--- config.mk ---
export PLATFORM = sky130hd
export DESIGN_NAME = ssi_pos_tx
export DESIGN_NICKNAME = d
export VERILOG_FILES = /design/src/rtl/ssi_tx_pkg.sv /design/src/rtl/ssi_edge_det.sv /design/src/rtl/ssi_word_prep.sv /design/src/rtl/ssi_mono_timer.sv /design/src/rtl/ssi_pos_tx.sv
export SDC_FILE = /design/constraint.sdc
export NUM_CORES = 1
export LEC_CHECK = 0
export ABC_AREA = 1
export ABC_CLOCK_PERIOD_IN_PS = 1850
export BUFFER_PORTS_ARGS = -buffer_cell sky130_fd_sc_hd__buf_4
export CAP_MARGIN = 5
export CORE_AREA = 8 8 81 83
export DETAILED_ROUTE_END_ITERATION = 10
export DIE_AREA = 0 0 89 91
export PLACE_DENSITY = 0.63
export SETUP_SLACK_MARGIN = 0.05
export SLEW_MARGIN = 40
export SYNTH_ARGS = -nofsm -noshare
export SYNTH_HDL_FRONTEND = slang
export SYNTH_SLANG_ARGS = --single-unit
export TNS_END_PERCENT = 10
--- constraint.sdc ---
create_clock -name clk -period 1.85 [get_ports clk]
set_clock_uncertainty 0.05 [all_clocks]
set_input_delay 0.555 -clock clk [delete_from_list [all_inputs] [get_ports clk]]
set_output_delay 0.555 -clock clk [all_outputs]
set_load 0.005 [all_outputs]
--- src/rtl/ssi_tx_pkg.sv ---
package ssi_tx_pkg;

    typedef enum logic [1:0] {
        ST_IDLE  = 2'd0,
        ST_SHIFT = 2'd1,
        ST_TAIL  = 2'd2
    } ssi_st_e;

endpackage

--- src/rtl/ssi_edge_det.sv ---
module ssi_edge_det #(
    parameter int SYNC_STAGES = 2
) (
    input  logic clk,
    input  logic rst_n,
    input  logic line_in,
    output logic rise_o,
    output logic fall_o
);
    localparam int DEPTH = SYNC_STAGES + 1;

    logic [DEPTH-1:0] sync_d, sync_q;

    always_comb begin
        sync_d = {sync_q[DEPTH-2:0], line_in};
    end

    always_ff @(posedge clk or negedge rst_n) begin
        if (!rst_n) sync_q <= '1;
        else        sync_q <= sync_d;
    end

    assign rise_o =  sync_q[DEPTH-2] & ~sync_q[DEPTH-1];
    assign fall_o = ~sync_q[DEPTH-2] &  sync_q[DEPTH-1];

endmodule

--- src/rtl/ssi_word_prep.sv ---
module ssi_word_prep #(
    parameter int WORD_W = 16
) (
    input  logic [WORD_W:0]   pos_in,
    input  logic              gray_en,
    output logic [WORD_W-1:0] word_o
);
    logic [WORD_W-1:0] bin_w;
    logic [WORD_W-1:0] gray_w;

    // negative input wraps to the top code
    assign bin_w = pos_in[WORD_W] ? '1 : pos_in[WORD_W-1:0];

    assign gray_w[WORD_W-1] = bin_w[WORD_W-1];
    for (genvar i = 0; i < WORD_W - 1; i++) begin : g_gray
        assign gray_w[i] = bin_w[i] ^ bin_w[i+1];
    end

    assign word_o = gray_en ? gray_w : bin_w;

endmodule

--- src/rtl/ssi_mono_timer.sv ---
module ssi_mono_timer #(
    parameter int MONO_CYC = 800
) (
    input  logic clk,
    input  logic rst_n,
    input  logic restart_i,
    output logic expire_o
);
    localparam int CNT_W = $clog2(MONO_CYC + 1);
    localparam logic [CNT_W-1:0] LOAD = CNT_W'(MONO_CYC);

    logic [CNT_W-1:0] tmr_d, tmr_q;

    always_comb begin
        tmr_d = tmr_q;
        if (restart_i)          tmr_d = LOAD;
        else if (tmr_q != '0)   tmr_d = tmr_q - 1'b1;
    end

    always_ff @(posedge clk or negedge rst_n) begin
        if (!rst_n) tmr_q <= '0;
        else        tmr_q <= tmr_d;
    end

    assign expire_o = (tmr_q == CNT_W'(1)) && !restart_i;

    // a restart always reloads the full interval, even on the expiry cycle
    p_reload_r10: assert property (@(posedge clk) disable iff (!rst_n)
        restart_i |=> (tmr_q == LOAD));

    // expiry leaves the timer stopped
    p_stop_r5: assert property (@(posedge clk) disable iff (!rst_n)
        expire_o |=> (tmr_q == '0));

endmodule

--- src/rtl/ssi_pos_tx.sv ---
module ssi_pos_tx
    import ssi_tx_pkg::*;
#(
    parameter int WORD_W   = 16,
    parameter int MONO_CYC = 800
) (
    input  logic              clk,
    input  logic              rst_n,
    input  logic              ssi_clk_in,
    input  logic [WORD_W:0]   pos_in,
    input  logic              gray_en,
    output logic              ssi_data,
    output logic              busy
);
    localparam int BIT_W = $clog2(WORD_W + 1);
    localparam logic [BIT_W-1:0] LAST_BIT = BIT_W'(WORD_W);

    if (!(WORD_W == 16 || WORD_W == 18 || WORD_W == 20)) begin : g_bad_width
        $error("ssi_pos_tx: WORD_W must be 16, 18 or 20");
    end

    typedef struct packed {
        ssi_st_e           st;
        logic [WORD_W-1:0] sh;
        logic [BIT_W-1:0]  nbits;
        logic              data;
        logic              busy;
    } ctl_t;

    ctl_t ctl_d, ctl_q;

    logic              rise_w, fall_w, expire_w;
    logic [WORD_W-1:0] word_w;

    ssi_edge_det #(.SYNC_STAGES(2)) i_edge (
        .clk     (clk),
        .rst_n   (rst_n),
        .line_in (ssi_clk_in),
        .rise_o  (rise_w),
        .fall_o  (fall_w)
    );

    ssi_word_prep #(.WORD_W(WORD_W)) i_prep (
        .pos_in  (pos_in),
        .gray_en (gray_en),
        .word_o  (word_w)
    );

    ssi_mono_timer #(.MONO_CYC(MONO_CYC)) i_mono (
        .clk       (clk),
        .rst_n     (rst_n),
        .restart_i (fall_w),
        .expire_o  (expire_w)
    );

    always_comb begin
        ctl_d = ctl_q;
        unique case (ctl_q.st)
            ST_IDLE: begin
                ctl_d.data = 1'b1;
                ctl_d.busy = 1'b0;
                if (fall_w) begin
                    ctl_d.st    = ST_SHIFT;
                    ctl_d.sh    = word_w;
                    ctl_d.nbits = '0;
                    ctl_d.busy  = 1'b1;
                end
            end
            ST_SHIFT: begin
                if (expire_w) begin
                    ctl_d.st   = ST_IDLE;
                    ctl_d.data = 1'b1;
                    ctl_d.busy = 1'b0;
                end else if (rise_w) begin
                    if (ctl_q.nbits == LAST_BIT) begin
                        ctl_d.st   = ST_TAIL;
                        ctl_d.data = 1'b0;
                    end else begin
                        ctl_d.data  = ctl_q.sh[WORD_W-1];
                        ctl_d.sh    = {ctl_q.sh[WORD_W-2:0], 1'b0};
                        ctl_d.nbits = ctl_q.nbits + 1'b1;
                    end
                end
            end
            ST_TAIL: begin
                if (expire_w) begin
                    ctl_d.st   = ST_IDLE;
                    ctl_d.data = 1'b1;
                    ctl_d.busy = 1'b0;
                end
            end
            default: begin
                ctl_d.st   = ST_IDLE;
                ctl_d.data = 1'b1;
                ctl_d.busy = 1'b0;
            end
        endcase
    end

    always_ff @(posedge clk or negedge rst_n) begin
        if (!rst_n) begin
            ctl_q.st    <= ST_IDLE;
            ctl_q.sh    <= '0;
            ctl_q.nbits <= '0;
            ctl_q.data  <= 1'b1;
            ctl_q.busy  <= 1'b0;
        end else begin
            ctl_q <= ctl_d;
        end
    end

    assign ssi_data = ctl_q.data;
    assign busy     = ctl_q.busy;

    // idle state always shows a released line
    p_idle_release_r1: assert property (@(posedge clk) disable iff (!rst_n)
        (ctl_q.st == ST_IDLE && !$past(ctl_q.st == ST_IDLE && fall_w)) |-> (ssi_data && !busy));

    // trigger raises busy while the line stays high
    p_trigger_r2: assert property (@(posedge clk) disable iff (!rst_n)
        (ctl_q.st == ST_IDLE && fall_w) |=> (busy && ssi_data && ctl_q.st == ST_SHIFT));

    // a shifting rise puts the previously leading bit on the line
    p_msb_first_r3: assert property (@(posedge clk) disable iff (!rst_n)
        (ctl_q.st == ST_SHIFT && rise_w && !expire_w && ctl_q.nbits != LAST_BIT)
        |=> (ssi_data == $past(ctl_q.sh[WORD_W-1])));

    // the tail keeps the line low
    p_tail_low_r4: assert property (@(posedge clk) disable iff (!rst_n)
        (ctl_q.st == ST_TAIL) |-> (!ssi_data && busy));

    // expiry releases the line
    p_release_r5: assert property (@(posedge clk) disable iff (!rst_n)
        expire_w |=> (ssi_data && !busy));

    // without a rise or expiry the line level holds
    p_hold_r6: assert property (@(posedge clk) disable iff (!rst_n)
        (ctl_q.st != ST_IDLE && !rise_w && !expire_w) |=> $stable(ssi_data));

    // extra rises in the tail change nothing
    p_overclock_r7: assert property (@(posedge clk) disable iff (!rst_n)
        (ctl_q.st == ST_TAIL && rise_w && !expire_w) |=> (ctl_q.st == ST_TAIL && !ssi_data));

endmodule

Word-level counts from Yosys, hierarchy flattened
Index checks and enable logic that the tools add are counted.

word-level totals
  memories kept = 0
  bits in latches = 0
  flip-flop bits (word level) = 38
  bits in writable memories = 0
  ROM bits = 0
  logic and storage cells = 69
  output and inout port bits = 2
  input bits = 21

operators by class
  shift operators = 0
  $mul = 0
  div/mod/pow operators = 0
  reductions and logical operators = 10
  bitwise operators = 19
  $add $sub $neg = 2
  muxes and demuxes = 19
  eq/ne operators = 12
  order comparisons = 0

operator list
  kind                   number
  $mux 21                2
  $pmux 21 s2            1
  $mux 24                1
  $mux 23                1
  $mux 10                2
  $mux 16                1
  $mux 15                1
  $xor 1x1->1            15
  $pmux 2 s3             2
  $eq 10x1->1 const B    1
  $reduce_bool 10->1     1
  $sub 10x1->10 const B  1
  $mux 2                 4
  $ne 2x2->1 const B     4
  $add 5x1->5 const B    1
  $eq 5x5->1 const B     1
  $reduce_and 5->1       1
  $mux 1                 4
  $ne 2x1->1 const B     2
  $reduce_and 2->1       2
  $reduce_and 4->1       1
  $reduce_bool 2->1      2
  $ne 3x2->1 const B     1
  $ne 3x3->1 const B     1
  other kinds (7)        9

Longest topological paths before layout
  depth in word-level cells = 6
  mapped depth = 11
  gate-level depth less buffers = 11

Cells and area by module
From an unflattened synthesis, not the netlist that was laid out.

unflattened totals
  cells, all modules = 369
  area, all modules = 2503.7 um^2

modules (own cells, without submodules)
  module          instances  area each (um^2)  sequential area each (um^2)  cells each
  ssi_pos_tx      1          1413.9            626.9                        194
  ssi_mono_timer  1          603.1             250.2                        80
  ssi_word_prep   1          392.9             0.0                          88
  ssi_edge_det    1          93.8              78.8                         7

Least setup slack after synthesis
No wires, ideal clock.

  path kind = input -> register
  from = in pos_in[16]
  to = reg ctl_q[17] in the netlist's numbering
  stages on the path = 7
  arrival = 1.332 ns
  required time = 1.684 ns
  setup slack = 0.352 ns
  path through = buf_6 -> or2_2 -> nand2_1 -> xor2_1 -> o21ai_0 -> nand2_1 -> nand2_1

between the ends
  cells in the longest elaborated chain, start to end = 5

ends and longest elaborated chain
  item                  line                 text
  from (decl)           ssi_pos_tx.sv:10     input logic [WORD_W:0] pos_in,
  $mux 16 *             ssi_word_prep.sv:12  assign bin_w = pos_in[WORD_W] ? '1 : pos_in[WORD_W-1:0];
  $xor 1x1->1           ssi_word_prep.sv:16  assign gray_w[i] = bin_w[i] ^ bin_w[i+1];
  $mux 15 *             ssi_word_prep.sv:19  assign word_o = gray_en ? gray_w : bin_w;
  $mux 23 *             ssi_pos_tx.sv:62     if (fall_w) begin
  $pmux 21 s2 *         ssi_pos_tx.sv:58     unique case (ctl_q.st)
  to (signal assigned)  ssi_pos_tx.sv:108    ctl_q <= ctl_d;
  to (decl)             ssi_pos_tx.sv:30     ctl_t ctl_d, ctl_q;

Every way passes the cells marked *; elsewhere a longest branch is shown, timed or not. The select of a mux whose other input is x is not followed.
A chain may end at the register's enable or synchronous reset.

Worst setup path in the final report
  from = reg i_edge.sync_q[1]
  to = reg ctl_q[13] in the netlist's numbering

between the ends
  cells in the longest elaborated chain, start to end = 6
  elaborated cells on any way between the ends = 9

ends and longest elaborated chain
  item                          line                  text
  from (decl)                   ssi_edge_det.sv:12    logic [DEPTH-1:0] sync_d, sync_q;
  from (signal assigned)        ssi_edge_det.sv:20    else sync_q <= sync_d;
  $not 1->1                     ssi_edge_det.sv:24    assign fall_o = ~sync_q[DEPTH-2] & sync_q[DEPTH-1];
  $and 1x1->1                   ssi_edge_det.sv:24
  $logic_not 1->1               ssi_mono_timer.sv:25  assign expire_o = (tmr_q == CNT_W'(1)) && !restart_i;
  $logic_and 1x1->1             ssi_mono_timer.sv:25
  $ne 2x2->1 (no line)          n/a
  $reduce_and 5->1 (no line) *  n/a

Every way passes the cells marked *; elsewhere a longest branch is shown, timed or not.

==> flow_summary.yaml <==
outcome:
  outcome: "finished clean"
yosys:
  syn_inst: 303
  syn-mean-instance-area_sq_um: 7.58
  syn-num-nets: 328
  yosysTopAreaCell: "dfrtp_1"
  synth_top_area_share: 0.370
  synth_most_common_cell: "nand2_1"
  synth_area_sq_um: 2300
  ys.flop_type: "dfrtp_1"
  synth-edff-count: 0
  ys_async_sr_fraction: 1.00
  synth_commonest_cells: "nand2_1 (98), dfrtp_1 (34), nand3_1 (31), nor2_1 (22), inv_1 (21)"
  synth.yosys.warnings: 0
  ys_seq_elements: 38
  synth_top_cells_by_area: "dfrtp_1 (37%), nand2_1 (16%), nand3_1 (6.8%)"
  ys_types: 30
  ys_seq_area_frac: 0.416
clocking:
  clk_pin_slew_ns: 0.08
  post_cts_buffers: 0
  cts_buffer_depth: 2
  clockRootBuffer: "clkbuf_8"
  cts_tree: "done"
  cts_num_sinks: 38
  numCtsBuffers: 5
  hold_buffers: 0
  cts-resized-gates: 0
  htree_levels: 2
  worstSkewPairLatency_ns: 0.29
place:
  place_ws_ns: 0.154
  dp.final_hpwl_mm: 3.41
  io_buffers: 22
  gp_congestion: 0.770
floorplanning:
  core_area_sq_um: 5340
  boundaryPins: 23
  die_y_um: 91
  rows: 27
  die-width_um: 89
  start_util: 0.430
  die_area_sq_um: 8100
worst_setup_path:
  arrival_ns: 1.79
  path_max_fanout: 21
  r2r_cells: 9
  r2r-start: "i_edge.sync_q[1]"
  reg2reg_to: "ctl_q[13]"
  rrSetupSlack_ns: 0.19
  cp-end-kind: "flip-flop"
  crit_required_ns: 1.98
  crit_path_start_kind: "flip-flop"
  crit_type: "flip-flop to flip-flop"
layout:
  drive_gt1_frac: 0.174
  area_growth_pct: 14.3
  final_util: 0.492
  regArea_sq_um: 956
  multi_input_area_sq_um: 1180
  nets: 351
  insertedDiodeCount: 0
  final.fill_count: 571
global_route:
  grt_pass1_vias: 2009
  track_usage: 0.133
  grt_max_degree: 39
  overflow: 0
  antenna_found_initial: 0
  grt_pass1_wl_mm: 8.62
detailed_routing:
  ant_nets: 0
  route.detailed.drc: 0
  avgRoutedWirePerCell_um: 11.9
  first_iter_violations: 102
  first_pass_iters: 4
  vias: 1936
  viasPerCell: 4.85
  wirelength_mm: 4.75
timing:
  hold_ws_ns: 0.177
  tightest_slew_ns: 0.491
  slew_viol_final: 0
  finalWorstSetupSlack_ns: 0.186
  rsz0062_at_grt: "yes"
  maxSlewHeadroom: 0.673
  clock.fmax_mhz: 601
  hold_viol: 0
  finalSetupTns_ns: 0
  min_period_over_period: 0.900
  setup_viol: 0
  period_needed_ns: 1.66
job:
  drv_cap: 0
power_and_ir_drop:
  power.density_nw_per_um2: 1280
  p_total_mw: 3.36
  peakVddDrop_mv: 0.461
  cellLeakagePower_nw: 1.30
worst_hold_path:
  hold_path.class: "input port to async pin"
-- where the power goes --
part / internal, mW / leakage, nW / total [mW] / switching, mW
Combinational: 0.515 / 0.774 / 1.27 / 0.755
Clock: 0.397 / 0.0579 / 0.709 / 0.311
Sequential: 1.15 / 0.464 / 1.39 / 0.233
Total: 2.07 / 1.30 / 3.36 / 1.30
-- cell usage in the layout, fill, tap and decap left out, types with 2 or more instances in the layout --
cell type  Yosys  routed
ha_1           4       4
a21oi_1        8       8
dfrtp_1       34      34
nor3_1         4       4
o31ai_1        2       2
nor2_1        22      21
o21ai_1        3       3
xor2_1        16      16
nand3_1       31      31
dfstp_2        4       4
or2_2          7       7
o21ai_0       14      14
nand2_2        3       3
clkinv_2       0       2
inv_1         21      21
buf_4          2      28
nand3_2        2       2
nand2_1       98      98
xnor2_1        3       3
or2_1          7       7
clkbuf_8       0       5
-- worst max-delay path, cell delays in order (launching register included) --
cell     delay (ns)
dfstp_2        0.53
inv_1          0.05
nand2_2        0.11
nand2_2        0.09
nor2_4         0.12
a21oi_4        0.07
nand3_2        0.08
nand2_2        0.25
nand2_1        0.15
nand2_1        0.05
-- state kept, by name, indices dropped and copies added, names as in the netlist --
signal         flops
ctl_q             23
i_mono.tmr_q      10
i_edge.sync_q      3
busy               1
ssi_data           1
-- per-layer routing --
metal / vias to the layer above / track usage / part of all wire / wire (um)
li1: 1006 / - / - / -
met1: 888 / 0.158 / 0.47 / 2230
met2: 37 / 0.217 / 0.47 / 2250
met3: 5 / 0.0387 / 0.045 / 216
met4: 0 / 0.0527 / 0.013 / 60
met5: - / 0 / 0 / 0
-- final cells by class --
| cell class | instances | share of cell area |
|---|---|---|
| multi-input cells | 231 | 0.449 |
| repair buffers | 28 | 0.0801 |
| inverters | 22 | 0.0315 |
| well taps | 72 | 0.0343 |
| clock inverters | 3 | 0.0153 |
| flip-flops and latches | 38 | 0.364 |
| clock buffers | 5 | 0.0262 |
-- per-stage QoR --
| stage | std cells | cell area (sq um) |
|---|---|---|
| final | 399 | 2630 |
| after CTS | 399 | 2620 |
| after floorplan | 303 | 2300 |
| after detailed placement | 391 | 2510 |
| after global placement | 391 | 2510 |
| after global routing | 399 | 2630 |
-- worst max-delay path by stage --
stage | start | to | slack, ns | cells after the start
3_3_place_gp | i_mono.tmr_q[0] | i_mono.tmr_q[1] | 0.19 | 8
3_5_place_dp | i_mono.tmr_q[0] | i_mono.tmr_q[1] | 0.15 | 8
5_1_grt | i_edge.sync_q[1] | ctl_q[5] | 0.03 | 9
4_1_cts | i_mono.tmr_q[0] | i_mono.tmr_q[1] | 0.14 | 8
2_1_floorplan | pos_in[16] | ctl_q[17] | 0.35 | 7
6_report | i_edge.sync_q[1] | ctl_q[13] | 0.19 | 9
-- logic make-up (layout without fill, tap and decap cells) --
group | count (synthesis) | after routing | synth area share
buffers and inverters | 34 | 58 | 0.0724
DFF | 38 | 38 | 0.416
AOI/OAI and AO/OA | 30 | 30 | 0.0741
xor gates and xnor gates | 19 | 19 | 0.0724
and+or+nand+nor | 178 | 178 | 0.343
adders and majority gates | 4 | 4 | 0.0218
Power figures use the tool's default switching activity.
